===== src/rtl/evb_pkg.sv =====
package evb_pkg;
   typedef enum logic [2:0] {
      ST_IDLE,
      ST_CONV,
      ST_HDR,
      ST_TOK,
      ST_TRL0,
      ST_TRL1
   } evb_state_e;

   typedef enum logic [1:0] {
      W_HDR,
      W_DATA,
      W_CNT,
      W_USER
   } evb_word_e;
endpackage


===== src/rtl/evb_pend_ctr.sv =====
module evb_pend_ctr #(
   parameter int DEPTH = 4,
   localparam int CW = $clog2(DEPTH + 1)
) (
   input  logic          clk,
   input  logic          rst_n,
   input  logic          trig,
   input  logic          release_ev,
   output logic          accept,
   output logic          busy,
   output logic [CW-1:0] count
);
   initial begin : elab_chk
      assert (DEPTH >= 1) else $fatal(1, "DEPTH must be at least 1");
   end

   localparam logic [CW-1:0] FULL = CW'(DEPTH);

   assign busy   = (count == FULL);
   assign accept = trig && !busy;

   always_ff @(posedge clk) begin
      if (!rst_n) begin
         count <= '0;
      end else begin
         case ({accept, release_ev})
            2'b10:   count <= count + CW'(1);
            2'b01:   count <= count - CW'(1);
            default: count <= count;
         endcase
      end
   end
endmodule


===== src/rtl/evb_tok_timer.sv =====
module evb_tok_timer #(
   parameter int TOKW  = 8,
   parameter int EARLY = 4
) (
   input  logic            clk,
   input  logic            rst_n,
   input  logic            load,
   input  logic [TOKW-1:0] len,
   output logic            active,
   output logic            warn,
   output logic            final_cyc
);
   initial begin : elab_chk
      assert (EARLY >= 1) else $fatal(1, "EARLY must be at least 1");
      assert (EARLY < (1 << TOKW)) else $fatal(1, "EARLY does not fit TOKW");
   end

   localparam logic [TOKW-1:0] MIN_LEN = TOKW'(EARLY);

   logic [TOKW-1:0] remain;
   logic [TOKW-1:0] eff_len;

   assign eff_len   = (len < MIN_LEN) ? MIN_LEN : len;
   assign active    = (remain != '0);
   assign warn      = (remain == MIN_LEN);
   assign final_cyc = (remain == TOKW'(1));

   always_ff @(posedge clk) begin
      if (!rst_n) begin
         remain <= '0;
      end else if (load) begin
         remain <= eff_len;
      end else if (active) begin
         remain <= remain - TOKW'(1);
      end
   end
endmodule


===== src/rtl/evb_packer.sv =====
module evb_packer
   import evb_pkg::*;
#(
   parameter int WORD_W   = 16,
   parameter int NCC      = 8,
   parameter int EVW      = 16,
   parameter bit ANY_FLAG = 1'b1
) (
   input  logic              clk,
   input  logic              rst_n,
   input  logic              clr,
   input  logic              emit,
   input  evb_word_e         kind,
   input  logic              token_act,
   input  logic              cc_valid,
   input  logic [WORD_W-1:0] cc_data,
   input  logic [NCC-1:0]    cc_ovr,
   input  logic [EVW-1:0]    evnum,
   output logic              pkt_valid,
   output logic [WORD_W-1:0] pkt_data,
   output logic              pkt_last
);
   initial begin : elab_chk
      assert (NCC <= WORD_W - 2) else $fatal(1, "NCC too wide for user word");
      assert (EVW <= WORD_W) else $fatal(1, "EVW wider than WORD_W");
   end

   logic [WORD_W-1:0] wcount;
   logic [NCC-1:0]    ovr_acc;
   logic [WORD_W-1:0] user_w;
   logic [WORD_W-1:0] hdr_w;
   logic [WORD_W-1:0] word_mux;

   assign hdr_w = WORD_W'(evnum);

   generate
      if (ANY_FLAG) begin : g_flag
         assign user_w = {|ovr_acc, {(WORD_W - 1 - NCC){1'b0}}, ovr_acc};
      end else begin : g_noflag
         assign user_w = {{(WORD_W - NCC){1'b0}}, ovr_acc};
      end
   endgenerate

   always_comb begin
      case (kind)
         W_HDR:   word_mux = hdr_w;
         W_DATA:  word_mux = cc_data;
         W_CNT:   word_mux = wcount;
         W_USER:  word_mux = user_w;
         default: word_mux = '0;
      endcase
   end

   always_ff @(posedge clk) begin
      if (!rst_n) begin
         wcount  <= '0;
         ovr_acc <= '0;
      end else if (clr) begin
         wcount  <= '0;
         ovr_acc <= '0;
      end else if (token_act) begin
         ovr_acc <= ovr_acc | cc_ovr;
         if (cc_valid) begin
            wcount <= wcount + WORD_W'(1);
         end
      end
   end

   always_ff @(posedge clk) begin
      if (!rst_n) begin
         pkt_valid <= 1'b0;
         pkt_data  <= '0;
         pkt_last  <= 1'b0;
      end else begin
         pkt_valid <= emit;
         pkt_last  <= emit && (kind == W_USER);
         if (emit) begin
            pkt_data <= word_mux;
         end
      end
   end
endmodule


===== src/rtl/event_builder.sv =====
module event_builder
   import evb_pkg::*;
#(
   parameter int WORD_W   = 16,
   parameter int NCC      = 8,
   parameter int DEPTH    = 4,
   parameter int TOKW     = 8,
   parameter int EARLY    = 4,
   parameter int EVW      = 16,
   parameter bit ANY_FLAG = 1'b1
) (
   input  logic              clk,
   input  logic              rst_n,
   input  logic              trig_i,
   output logic              busy_o,
   output logic              conv_start_o,
   input  logic              conv_done_i,
   input  logic [TOKW-1:0]   tok_len_i,
   output logic              token_o,
   output logic              tok_warn_o,
   input  logic              cc_valid_i,
   input  logic [WORD_W-1:0] cc_data_i,
   input  logic [NCC-1:0]    cc_ovr_i,
   output logic              pkt_valid_o,
   output logic [WORD_W-1:0] pkt_data_o,
   output logic              pkt_last_o
);
   localparam int CW = $clog2(DEPTH + 1);

   initial begin : elab_chk
      assert (NCC >= 1 && NCC <= 8) else $fatal(1, "NCC must be 1..8");
   end

   evb_state_e      state, state_nx;
   logic [CW-1:0]   pend_cnt;
   logic            pend_accept;
   logic            release_ev;
   logic            start_nx;
   logic            conv_start_q;
   logic [EVW-1:0]  evnum;
   logic            tmr_load;
   logic            tmr_active;
   logic            tmr_warn;
   logic            tmr_final;
   logic            pk_emit;
   logic            pk_clr;
   evb_word_e       pk_kind;

   evb_pend_ctr #(.DEPTH(DEPTH)) u_pend (
      .clk        (clk),
      .rst_n      (rst_n),
      .trig       (trig_i),
      .release_ev (release_ev),
      .accept     (pend_accept),
      .busy       (busy_o),
      .count      (pend_cnt)
   );

   evb_tok_timer #(.TOKW(TOKW), .EARLY(EARLY)) u_tmr (
      .clk       (clk),
      .rst_n     (rst_n),
      .load      (tmr_load),
      .len       (tok_len_i),
      .active    (tmr_active),
      .warn      (tmr_warn),
      .final_cyc (tmr_final)
   );

   evb_packer #(
      .WORD_W   (WORD_W),
      .NCC      (NCC),
      .EVW      (EVW),
      .ANY_FLAG (ANY_FLAG)
   ) u_pack (
      .clk       (clk),
      .rst_n     (rst_n),
      .clr       (pk_clr),
      .emit      (pk_emit),
      .kind      (pk_kind),
      .token_act (tmr_active),
      .cc_valid  (cc_valid_i),
      .cc_data   (cc_data_i),
      .cc_ovr    (cc_ovr_i),
      .evnum     (evnum),
      .pkt_valid (pkt_valid_o),
      .pkt_data  (pkt_data_o),
      .pkt_last  (pkt_last_o)
   );

   always_comb begin
      state_nx   = state;
      start_nx   = 1'b0;
      tmr_load   = 1'b0;
      pk_emit    = 1'b0;
      pk_clr     = 1'b0;
      pk_kind    = W_DATA;
      release_ev = 1'b0;
      case (state)
         ST_IDLE: begin
            if (pend_cnt != '0 || pend_accept) begin
               start_nx = 1'b1;
               state_nx = ST_CONV;
            end
         end
         ST_CONV: begin
            if (conv_done_i) begin
               state_nx = ST_HDR;
            end
         end
         ST_HDR: begin
            tmr_load = 1'b1;
            pk_clr   = 1'b1;
            pk_emit  = 1'b1;
            pk_kind  = W_HDR;
            state_nx = ST_TOK;
         end
         ST_TOK: begin
            pk_emit = cc_valid_i;
            pk_kind = W_DATA;
            if (tmr_final) begin
               state_nx = ST_TRL0;
            end
         end
         ST_TRL0: begin
            pk_emit  = 1'b1;
            pk_kind  = W_CNT;
            state_nx = ST_TRL1;
         end
         ST_TRL1: begin
            pk_emit    = 1'b1;
            pk_kind    = W_USER;
            release_ev = 1'b1;
            state_nx   = ST_IDLE;
         end
         default: state_nx = ST_IDLE;
      endcase
   end

   always_ff @(posedge clk) begin
      if (!rst_n) begin
         state        <= ST_IDLE;
         conv_start_q <= 1'b0;
         evnum        <= '0;
      end else begin
         state        <= state_nx;
         conv_start_q <= start_nx;
         if (release_ev) begin
            evnum <= evnum + EVW'(1);
         end
      end
   end

   assign conv_start_o = conv_start_q;
   assign token_o      = tmr_active;
   assign tok_warn_o   = tmr_warn;
endmodule


===== config.mk =====
export PLATFORM = sky130hd
export DESIGN_NAME = event_builder
export DESIGN_NICKNAME = d
export VERILOG_FILES = /design/src/rtl/evb_pkg.sv /design/src/rtl/evb_pend_ctr.sv /design/src/rtl/evb_tok_timer.sv /design/src/rtl/evb_packer.sv /design/src/rtl/event_builder.sv
export SDC_FILE = /design/constraint.sdc
export NUM_CORES = 1
export LEC_CHECK = 0
export BUFFER_PORTS_ARGS = -buffer_cell sky130_fd_sc_hd__buf_4
export CELL_PAD_IN_SITES_DETAIL_PLACEMENT = 0
export CELL_PAD_IN_SITES_GLOBAL_PLACEMENT = 1
export CORE_MARGIN = 2
export CORE_UTILIZATION = 47
export CTS_BUF_LIST = sky130_fd_sc_hd__clkbuf_2 sky130_fd_sc_hd__clkbuf_4 sky130_fd_sc_hd__clkbuf_8
export CTS_CLUSTER_DIAMETER = 150
export DETAILED_ROUTE_END_ITERATION = 7
export GPL_TIMING_DRIVEN = 0
export PLACE_DENSITY = 0.95
export SLEW_MARGIN = 30
export SYNTH_ARGS = -nofsm -noshare
export SYNTH_HDL_FRONTEND = slang
export SYNTH_SLANG_ARGS = --single-unit

===== constraint.sdc =====
create_clock -name clk -period 4.7 [get_ports clk]
set_input_delay 0.235 -clock clk [delete_from_list [all_inputs] [get_ports clk]]
set_output_delay 0.235 -clock clk [all_outputs]
set_load 0.005 [all_outputs]

==> reports/summary.txt <==
post-synthesis sequential area ratio = 39.4%
CTS Buffer Depth = 2
EDFF count, synth = 0
Slew HR = 43.3%
CP top delay family = simple AND/OR/NAND/NOR gates
worst-path fanout max = 10
maximum vdd ir drop = 0.187 mV
GP Congestion = 0.850
Avg Cell Area, Syn = 8.23 um2
Arr. time, crit path = 2.44 ns
Crit-path slowest cell = nor3b_2
CTS Hold Bufs = 0
critical path class = flop to output port
RSZ-0062 raised after global routing = false
synth unique cells = 46
Worst Setup Start Kind = flop
Pwr Density = 500 mW/mm2
Worst-path clk slew = 0.08 ns
core area = 0.00769 mm2
Yosys reg bits = 73
Ports = 59
Clock Sinks = 73
number of global-route vias before repair = 3449
Stages on worst setup path = 6
area leader, netlist = dfxtp_1
Post-Syn Nets = 495
Top FF cell, synth = dfxtp_1
routed vias = 3692
Synth area leaders = dfxtp_1, a21oi_1, o21ai_0, a221oi_1, nand2_1
largest net degree at the start of global routing = 14
GRT overflow = 0
Max-Cap Viols = 0
Setup Buffers After CTS = 0
TritonCTS Buffers = 9
Yosys top cell area share = 39.4%
H-tree Lvls = 3
number of fill cells = 752
hold path depth = 3
FMAX = 374 MHz
CTS resizes = 0
most frequent cell after synthesis = dfxtp_1
starting density of the core = 48.3%
clk_skew = 0.0124 ns
Buf/Inv on CP = 3
CP Data Required Time = 4.47 ns
final wirelength = 10.1 mm
Worst path max stage delay = 0.61 ns
initial antenna violation count = 0
CTS tree = yes
Final Worst Setup Slack = 2.03 ns
diodes inserted = 0
clock root buffer = clkbuf_8
Die W = 92.9 um
DRT antenna net count = 0
drc violations = 0
Detailed Route Iter0 Violations = 215
Post-layout nets = 564
Final period util = 56.9%
dpl hpwl = 7.56 mm
PortBufs = 58
die area = 0.00863 mm2
synth warn = 0
outcome = finished, final reports clean
number of vias per cell = 5.89
drt first pass iters = 5
Final Instance Area = 0.00449 mm2
mapped cell area = 0.00371 mm2
pre-CTS setup slack = 2.41 ns
Slew Limit Fails = 0
slew of the pin with the lowest slew margin = 0.842 ns
# setup viols final = 0
setup TNS = 0 ns
crit path time final = 2.67 ns
layout cells sized above 1 = 17.5%
first-pass GRT wire length = 16.7 mm
wire length per cell = 16.1 um
Synth top cells by count = dfxtp_1, a21oi_1, o21ai_0
total track usage = 24.6%
Layout area overhead = 21.1%
Skew-Pair Late Insertion Delay = 0.37 ns
number of cell rows = 32
R2R cell count = 8
hold crit path type = primary input to flop
share of synthesized registers carrying an async set or reset = 0%
Critical Path End Type = output port
Leakage = 1.65 nW
die height = 92.9 um
placed inst area = 0.00428 mm2
final hold viol count = 0
crit path cell chain = inv_1 -> ha_1 -> nor3b_2 -> nand2_1 -> buf_1 -> buf_4
Syn Inst Count = 451
==> registers in the layout, summed over array words and instances (netlist names) <==
name,flops
evnum,16
u_pack.pkt_last,1
u_pend.count,3
u_pack.ovr_acc,8
u_pack.wcount,16
conv_start_o,1
u_pack.pkt_valid,1
state,3
u_pack.pkt_data,16
u_tmr.remain,8
==> per-stage QoR <==
step / total power (W) / cells / utilization [%] / hold slack (ns)
after global routing: 0.00240 / 627 / 58.5 / 0.108
after detailed placement: 0.00170 / 611 / 55.6 / 0.448
after global placement: 0.00168 / 611 / 55.6 / 0.444
after floorplan: 0.00140 / 451 / - / 0.356
after CTS: 0.00224 / 627 / 58.5 / 0.0981
final: 0.00225 / 627 / 58.5 / 0.0988
==> report_power, final <==
part | switching, W | total (W) | internal (W)
sequential | 0.000103 | 0.000841 | 0.000739
clock | 0.000247 | 0.000545 | 0.000298
combinational | 0.000492 | 0.000859 | 0.000367
total | 0.000842 | 0.00225 | 0.00140
==> cells in the final DEF, fill, tap and decap left out, drive strengths merged, types with 3 or more instances in the layout <==
master,instances
inv,14
nand3,22
o21ai,39
nand4,12
nand2,35
and4,3
a31oi,3
clkbuf,23
or4,3
nor2b,8
a211oi,4
nor3,6
clkinv,4
xnor2,9
o21a,9
nor4,4
xor2,8
nor2,34
and2,5
or3,16
a211o,4
buf,70
mux2,5
ha,6
a21oi,45
mux2i,4
a221oi,16
o31ai,12
dfxtp,73
nand2b,3
a311o,6
==> cells by family (layout without fill, tap and decap cells) <==
group,after synthesis,count (layout),synth area share (%)
fa+ha+maj,7,7,2.56
buf+inv,40,114,4.31
xor+xnor,17,17,4.01
compound gates,145,145,24.8
simple gates,160,160,22.3
mux,9,9,2.60
flops,73,73,39.4
==> final timing paths <==
kind | start | end | slack (ns)
worst max-delay path | u_tmr.remain[0]$_SDFFE_PN0P_ | token_o | 2.03
worst min-delay path | cc_ovr_i[3] | u_pack.ovr_acc[3]$_SDFFE_PP0P_ | 0.1
worst max register to register | state[0]$_SDFFE_PN0P_ | u_pend.count[2]$_SDFFE_PN0P_ | 2.36
worst min register to register | u_pack.pkt_data[14]$_SDFFE_PN0P_ | u_pack.pkt_data[14]$_SDFFE_PN0P_ | 0.46
==> metal layers <==
metal,GRT usage [%],wire length (um),up-vias
met4,13.2,370,0
met3,4.48,650,31
met2,34.9,4290,128
li1,-,-,1820
met5,0,0,-
met1,35.1,4780,1713
==> layout make-up <==
class	count	area (um2)	share of cell area [%]
timing repair buffer	58	435	9.69
clock buffer	9	124	2.76
inverter	14	52.6	1.17
buffer	26	108	2.39
clock inverter	7	95.1	2.12
sequential	73	1460	32.5
tap	102	128	2.84
multi-input combinational	338	2090	46.5
==> tightest hold or removal path, cell delays in order <==
cell and delay [ns]:
buf_4 0.08, a21oi_1 0.05, nor2_1 0.07
(Power assumes the default switching activity.)
